===== config.mk =====
export PLATFORM = sky130hd
export DESIGN_NAME = pt_walker
export DESIGN_NICKNAME = d
export VERILOG_FILES = /design/src/rtl/ptw_pkg.sv /design/src/rtl/ptw_addr_gen.sv /design/src/rtl/ptw_perm_check.sv /design/src/rtl/pt_walker.sv
export SDC_FILE = /design/constraint.sdc
export NUM_CORES = 1
export LEC_CHECK = 0
export ABC_AREA = 1
export BUFFER_PORTS_ARGS = -buffer_cell sky130_fd_sc_hd__buf_2
export CAP_MARGIN = 20
export CORE_MARGIN = 1.5
export CORE_UTILIZATION = 54
export DETAILED_ROUTE_END_ITERATION = 6
export PLACE_DENSITY_LB_ADDON = 0.15
export REMOVE_ABC_BUFFERS = 1
export SKIP_LAST_GASP = 1
export SLEW_MARGIN = 25
export SYNTH_ARGS = -nofsm -noshare
export SYNTH_HDL_FRONTEND = slang
export SYNTH_SLANG_ARGS = --single-unit

===== constraint.sdc =====
create_clock -name clk -period 2.9 [get_ports clk]
set_clock_uncertainty 0.05 [all_clocks]
set_input_delay 0.145 -clock clk [delete_from_list [all_inputs] [get_ports clk]]
set_output_delay 0.145 -clock clk [all_outputs]
set_load 0.01 [all_outputs]

===== src/rtl/ptw_pkg.sv =====
// Shared constants and types for the page table walker.
// Assumes a 32-bit entry with control bits in the low five positions.
package ptw_pkg;
    localparam int PTE_W = 32;

    // Entry bit positions
    localparam int PTE_PRESENT = 0;
    localparam int PTE_RD      = 1;
    localparam int PTE_WR      = 2;
    localparam int PTE_EX      = 3;
    localparam int PTE_USR     = 4;

    // Access kinds
    localparam logic [1:0] ACC_READ  = 2'b00;
    localparam logic [1:0] ACC_WRITE = 2'b01;
    localparam logic [1:0] ACC_FETCH = 2'b10;

    // Fault codes
    localparam logic [1:0] FLT_NONE    = 2'b00;
    localparam logic [1:0] FLT_ABSENT  = 2'b01;
    localparam logic [1:0] FLT_PERMIT  = 2'b10;

    typedef enum logic [2:0] {
        WS_IDLE  = 3'd0,
        WS_READ  = 3'd1,
        WS_WAIT  = 3'd2,
        WS_CHECK = 3'd3,
        WS_RESP  = 3'd4
    } walk_state_e;
endpackage


===== src/rtl/ptw_addr_gen.sv =====
// Entry address generator: base + (vpn << ENTRY_SHIFT), wrapped to PA_W.
// Assumes entries are 2**ENTRY_SHIFT bytes; purely combinational.
module ptw_addr_gen #(
    parameter int PA_W        = 32,
    parameter int VPN_W       = 22,
    parameter int ENTRY_SHIFT = 2
) (
    input  logic [PA_W-1:0]  base,
    input  logic [VPN_W-1:0] vpn,
    output logic [PA_W-1:0]  entry_addr
);
    localparam int SUM_W = PA_W + VPN_W + ENTRY_SHIFT;

    logic [SUM_W-1:0] base_ext;
    logic [SUM_W-1:0] idx_ext;
    logic [SUM_W-1:0] sum;

    // Widen both terms, add, keep the low PA_W bits
    always_comb begin
        base_ext   = {{(VPN_W+ENTRY_SHIFT){1'b0}}, base};
        idx_ext    = {{PA_W{1'b0}}, vpn, {ENTRY_SHIFT{1'b0}}};
        sum        = base_ext + idx_ext;
        entry_addr = sum[PA_W-1:0];
    end
endmodule


===== src/rtl/ptw_perm_check.sv =====
// Entry checker: decides the fault code for one fetched entry.
// Absence wins over any permission problem; user mode also needs the user bit.
module ptw_perm_check
    import ptw_pkg::*;
#(
    parameter int ENT_W = PTE_W
) (
    input  logic [ENT_W-1:0] entry,
    input  logic [1:0]       acc,
    input  logic             user,
    output logic [1:0]       fault
);
    logic kind_ok;
    logic priv_ok;

    // Does the entry grant the requested kind of access
    always_comb begin
        unique case (acc)
            ACC_READ:  kind_ok = entry[PTE_RD];
            ACC_WRITE: kind_ok = entry[PTE_WR];
            ACC_FETCH: kind_ok = entry[PTE_EX];
            default:   kind_ok = 1'b0;
        endcase
    end

    // Privilege gate: kernel passes, user needs the user bit
    always_comb priv_ok = !user || entry[PTE_USR];

    // Combine with absence taking priority
    always_comb begin
        if (!entry[PTE_PRESENT])       fault = FLT_ABSENT;
        else if (!(kind_ok && priv_ok)) fault = FLT_PERMIT;
        else                            fault = FLT_NONE;
    end
endmodule


===== src/rtl/pt_walker.sv =====
// Single-level page table walker.
// Accepts one request, reads one entry, checks it, answers with a one-cycle pulse.
// Assumes the memory returns data at least one cycle after accepting the read,
// and the client takes the response in the cycle it is presented.
module pt_walker
    import ptw_pkg::*;
#(
    parameter int VA_W      = 32,
    parameter int PA_W      = 32,
    parameter int PAGE_BITS = 10
) (
    input  logic            clk,
    input  logic            rst_n,
    input  logic            base_we,
    input  logic [PA_W-1:0] base_wdata,
    input  logic            req_valid,
    output logic            req_ready,
    input  logic [VA_W-1:0] req_vaddr,
    input  logic [1:0]      req_acc,
    input  logic            req_user,
    output logic            rsp_valid,
    output logic [PA_W-1:0] rsp_paddr,
    output logic [1:0]      rsp_fault,
    output logic            mem_rd_valid,
    input  logic            mem_rd_ready,
    output logic [PA_W-1:0] mem_rd_addr,
    input  logic            mem_rsp_valid,
    input  logic [31:0]     mem_rsp_data
);
    localparam int VPN_W = VA_W - PAGE_BITS;
    localparam int PPN_W = PA_W - PAGE_BITS;

    walk_state_e           state_q;
    logic [PA_W-1:0]       base_q;
    logic [PAGE_BITS-1:0]  off_q;
    logic [1:0]            acc_q;
    logic                  user_q;
    logic [PA_W-1:0]       ent_addr_q;
    logic [PTE_W-1:0]      ent_q;
    logic [PA_W-1:0]       paddr_q;
    logic [1:0]            fault_q;

    logic [PA_W-1:0]       ent_addr_d;
    logic [1:0]            fault_d;
    logic                  accept;

    always_comb accept = req_valid && (state_q == WS_IDLE);

    ptw_addr_gen #(.PA_W(PA_W), .VPN_W(VPN_W), .ENTRY_SHIFT(2)) i_addr (
        .base       (base_q),
        .vpn        (req_vaddr[VA_W-1:PAGE_BITS]),
        .entry_addr (ent_addr_d)
    );

    ptw_perm_check #(.ENT_W(PTE_W)) i_perm (
        .entry (ent_q),
        .acc   (acc_q),
        .user  (user_q),
        .fault (fault_d)
    );

    // Base register: written any time, sampled only on acceptance
    always_ff @(posedge clk) begin
        if (!rst_n)       base_q <= '0;
        else if (base_we) base_q <= base_wdata;
    end

    // Walk sequencer
    always_ff @(posedge clk) begin
        if (!rst_n) begin
            state_q <= WS_IDLE;
        end else begin
            unique case (state_q)
                WS_IDLE:  if (accept)        state_q <= WS_READ;
                WS_READ:  if (mem_rd_ready)  state_q <= WS_WAIT;
                WS_WAIT:  if (mem_rsp_valid) state_q <= WS_CHECK;
                WS_CHECK:                    state_q <= WS_RESP;
                WS_RESP:                     state_q <= WS_IDLE;
                default:                     state_q <= WS_IDLE;
            endcase
        end
    end

    // Capture request fields and entry address on acceptance
    always_ff @(posedge clk) begin
        if (!rst_n) begin
            off_q      <= '0;
            acc_q      <= '0;
            user_q     <= 1'b0;
            ent_addr_q <= '0;
        end else if (accept) begin
            off_q      <= req_vaddr[PAGE_BITS-1:0];
            acc_q      <= req_acc;
            user_q     <= req_user;
            ent_addr_q <= ent_addr_d;
        end
    end

    // Capture the returned entry
    always_ff @(posedge clk) begin
        if (!rst_n)                                   ent_q <= '0;
        else if (state_q == WS_WAIT && mem_rsp_valid) ent_q <= mem_rsp_data;
    end

    // Build the response from the checked entry
    always_ff @(posedge clk) begin
        if (!rst_n) begin
            paddr_q <= '0;
            fault_q <= FLT_NONE;
        end else if (state_q == WS_CHECK) begin
            fault_q <= fault_d;
            paddr_q <= (fault_d == FLT_NONE) ? {ent_q[PTE_W-1 -: PPN_W], off_q} : '0;
        end
    end

    // Output drive
    always_comb begin
        req_ready    = (state_q == WS_IDLE);
        mem_rd_valid = (state_q == WS_READ);
        mem_rd_addr  = ent_addr_q;
        rsp_valid    = (state_q == WS_RESP);
        rsp_paddr    = paddr_q;
        rsp_fault    = fault_q;
    end
endmodule


==> results.sh <==
export IMPL_dp_cells=1343
export IMPL_place_worst_setup_slack_ps=729.7
export IMPL_post_route_period_util=0.7571
export IMPL_status="complete, no violations"
export IMPL_rsz0062_at_grt="false"
export IMPL_internal_power_mw=4.066
export IMPL_clk_transition_reported_paths_ps=60
export IMPL_grt_start_max_net_pins=62
export IMPL_route_detailed_vias_per_inst=5.074
export IMPL_number_of_fill_cells_in_the_layout=1027
export IMPL_area_of_the_die_um2=13530
export IMPL_grt_resource_usage_total=0.2858
export IMPL_h_tree_depth=4
export IMPL_use_met1=0.3333
export IMPL_final_layout_size_suffix_gt1_frac=0.1669
export IMPL_hold_slack_ps=7.911
export IMPL_clock_power_share=0.402
export IMPL_globalRoute_totalOverflow=0
export IMPL_cts_buffer_depth=2
export IMPL_post_synth_cell_area_avg_um2=6.667
export IMPL_clock_fmax_ghz=0.4555
export IMPL_cp_data_arrival_time_ps=2460
export IMPL_timing_hold_violations_final=0
export IMPL_power_combinational_fraction=0.210
export IMPL_synth_seq_cells=141
export IMPL_post_route_worst_setup_slack_ps=704.5
export IMPL_global_route_peak_usage_layer="met2"
export IMPL_timing_critical_path_fanout_max=4
export IMPL_die_w_um=116.3
export IMPL_tightest_slew_ps=980.6
export IMPL_seq_power_share=0.388
export IMPL_detailed_place_hpwl_um=12310
export IMPL_timing_final_max_slew_violations=0
export IMPL_post_drt_wl_per_cell_um=13.16
export IMPL_drc=0
export IMPL_synth_flop_cell="sky130_fd_sc_hd__dfxtp_1"
export IMPL_cpPeakStageDelay_ps=410
export IMPL_io_pin_count=174
export IMPL_leakagePower_nw=4.587
export IMPL_final_net_count=1386
export IMPL_peakVddDrop_v=0.0004296
export IMPL_drtAntennaViolNets=0
export IMPL_worst_slew_margin_rel=0.3455
export IMPL_tritoncts_num_buffers=17
export IMPL_netSwitchingPower_mw=1.713
export IMPL_number_of_unique_standard_cell_types_used_by_synthesis=28
export IMPL_max_cap_violations=0
export IMPL_effective_utilization_at_floorplan=0.5517
export IMPL_route_vias_total=7317
export IMPL_critical_path_class="register to register"
export IMPL_netlist_instances=1040
export IMPL_place_congestion=0.9044
export IMPL_clock_tree_root_cell="sky130_fd_sc_hd__clkbuf_16"
export IMPL_critPathRequiredTime_ps=3160
export IMPL_initial_antenna_violation_count=0
export IMPL_num_rows=41
export IMPL_cts_num_sinks=141
export IMPL_synth_area_um2=6934
export IMPL_number_of_drc_violations_after_detailed_routing_iteration_0=647
export IMPL_fin_cells=1442
export IMPL_grtUsageMet3=0.06850
export IMPL_power_per_cell_area_nw_per_um2=629.0
export IMPL_power_switching_share=0.2964
export IMPL_crit_slowest_cell="sky130_fd_sc_hd__fa_1"
export IMPL_final_period_minus_worst_setup_slack_ps=2196
export IMPL_floorplan_die_height_um=116.3
export IMPL_io_buffer_count=168
export IMPL_area_growth_pct=32.48
export IMPL_cts_tree="yes"
export IMPL_dr_pass1_iters=6
export IMPL_synth_edf_count=0
export IMPL_hold_path_class="input port to register"
export IMPL_crit_path_end_kind="register"
export IMPL_cp_cell_sequence="ha_1 -> inv_1 -> fa_1 -> inv_1 -> nand3_1 -> nand3_1 -> nand3_1 -> nand3_1 -> nand2_1 -> nand3_1 -> nand2_1 -> nor2_1 -> nor2_1"
export IMPL_seq_area_frac_synth=0.4071
export IMPL_start_kind="register"
export IMPL_cpMostUsedCell="sky130_fd_sc_hd__nand3_1"
export IMPL_clock_latency_reported_for_the_late_side_of_the_worst_skew_pair_ps=420
export IMPL_yosys_warnings=0
export IMPL_asyncSetResetFlopFracSynth=0
export IMPL_antenna_cells_inserted=0
export IMPL_final_setup_vio_count=0
export IMPL_core_um2=12570
export IMPL_grt_pass1_wl_um=30710
export IMPL_global_route_usage_met2=0.5145
export IMPL_grt_pass1_vias=6809
export IMPL_drt_wl_total_um=18980
[through the flow]
step	util	setup TNS [ps]	power [mW]	instance area [um2]
floorplan	-	-7515	2.976	6748
global placement	0.6269	0	3.388	7879
detailed placement	0.6269	0	3.406	7879
CTS	0.7309	0	5.786	9186
global route	0.7309	0	6.061	9186
finish	0.7309	0	5.778	9186
[synth_stat cells, types with 8 or more instances]
cell / n / share of area
sky130_fd_sc_hd__nand3_1: 71 / 0.051
sky130_fd_sc_hd__o21ai_0: 72 / 0.052
sky130_fd_sc_hd__nor2_1: 128 / 0.069
sky130_fd_sc_hd__o21bai_1: 15 / 0.016
sky130_fd_sc_hd__nand2_1: 280 / 0.15
sky130_fd_sc_hd__clkbuf_1: 32 / 0.017
sky130_fd_sc_hd__a21oi_1: 92 / 0.066
sky130_fd_sc_hd__o21a_1: 13 / 0.014
sky130_fd_sc_hd__ha_1: 22 / 0.040
sky130_fd_sc_hd__dfxtp_1: 141 / 0.41
sky130_fd_sc_hd__xor2_1: 9 / 0.011
sky130_fd_sc_hd__inv_1: 129 / 0.070
sky130_fd_sc_hd__buf_2: 8 / 0.0058
[logic make-up after synthesis]
logic type / share of synthesized area
AND/OR/NAND/NOR: 0.2873
AO/OA/AOI/OAI: 0.1521
buffers and inverters: 0.09834
flip-flops: 0.4071
adder cells (fa/ha/maj): 0.04258
XOR/XNOR: 0.01263
[state kept, by name (all words and copies together), names as in the netlist]
register     cells
base_q          32
acc_q            2
off_q           10
ent_q           27
state_q          3
rsp_fault        2
rsp_paddr       32
mem_rd_addr     32
user_q           1
[power by group through the flow]
| stage | clock network (mW) | registers (mW) | logic (mW) |
|---|---|---|---|
| 4_1_cts | 2.34 | 2.24 | 1.21 |
| 3_5_place_dp | 0 | 2.28 | 1.13 |
| 3_3_place_gp | 0 | 2.27 | 1.11 |
| 5_1_grt | 2.43 | 2.26 | 1.37 |
| 6_report | 2.32 | 2.24 | 1.22 |
| 2_1_floorplan | 0 | 2.31 | 0.669 |
[worst max-delay path, delay by kind of cell, from the launching register on]
family,cells,cell delay [ps]
adders and majority gates,2,640
buffers and inverters,2,160
DFF,1,330
and+or+nand+nor,9,900
[final timing paths]
kind / end / from / depth (start not counted) / slack (ps)
max reg2reg: mem_rd_addr[30] / base_q[2] / 13 / 700
min reg2reg: rsp_paddr[1] / off_q[1] / 2 / 410
min: base_q[27] / base_wdata[27] / 3 / 8
max: mem_rd_addr[30] / base_q[2] / 13 / 700
[cell type report]
cell class / count / area (um2) / area share
well taps: 172 / 215.2 / 0.02343
multi-input cells: 723 / 3440 / 0.3744
inverters: 132 / 495.5 / 0.05394
repair buffers: 243 / 1587 / 0.1727
clock buffers: 18 / 439.2 / 0.04781
flip-flops and latches: 141 / 2823 / 0.3073
clock inverters: 13 / 187.7 / 0.02043
[routing by layer]
layer	wire, um	vias up	part of all wire
met2	9319	218	0.49
met1	8219	3327	0.43
li1	-	3740	-
met3	1160	32	0.061
met5	0	-	0
met4	283	0	0.015
[cells in the final DEF, fill, tap and decap left out, types with 5 or more instances in the layout]
cell type,instances
sky130_fd_sc_hd__a21oi_1,92
sky130_fd_sc_hd__buf_2,168
sky130_fd_sc_hd__buf_4,6
sky130_fd_sc_hd__clkbuf_16,17
sky130_fd_sc_hd__dfxtp_1,141
sky130_fd_sc_hd__dlygate4sd3_1,68
sky130_fd_sc_hd__ha_1,22
sky130_fd_sc_hd__inv_1,129
sky130_fd_sc_hd__nand2_1,280
sky130_fd_sc_hd__nand3_1,71
sky130_fd_sc_hd__nand4_1,5
sky130_fd_sc_hd__nor2_1,128
sky130_fd_sc_hd__nor3_1,6
sky130_fd_sc_hd__o21a_1,13
sky130_fd_sc_hd__o21ai_0,72
sky130_fd_sc_hd__o21bai_1,15
sky130_fd_sc_hd__xor2_1,9
[timing repair]
item                      CTS  global route
gates resized for setup     0             0
hold endpoints to repair   68             0
setup buffers               0             0
hold buffers               68             0
No activity file was read; power rests on OpenSTA's default activity.
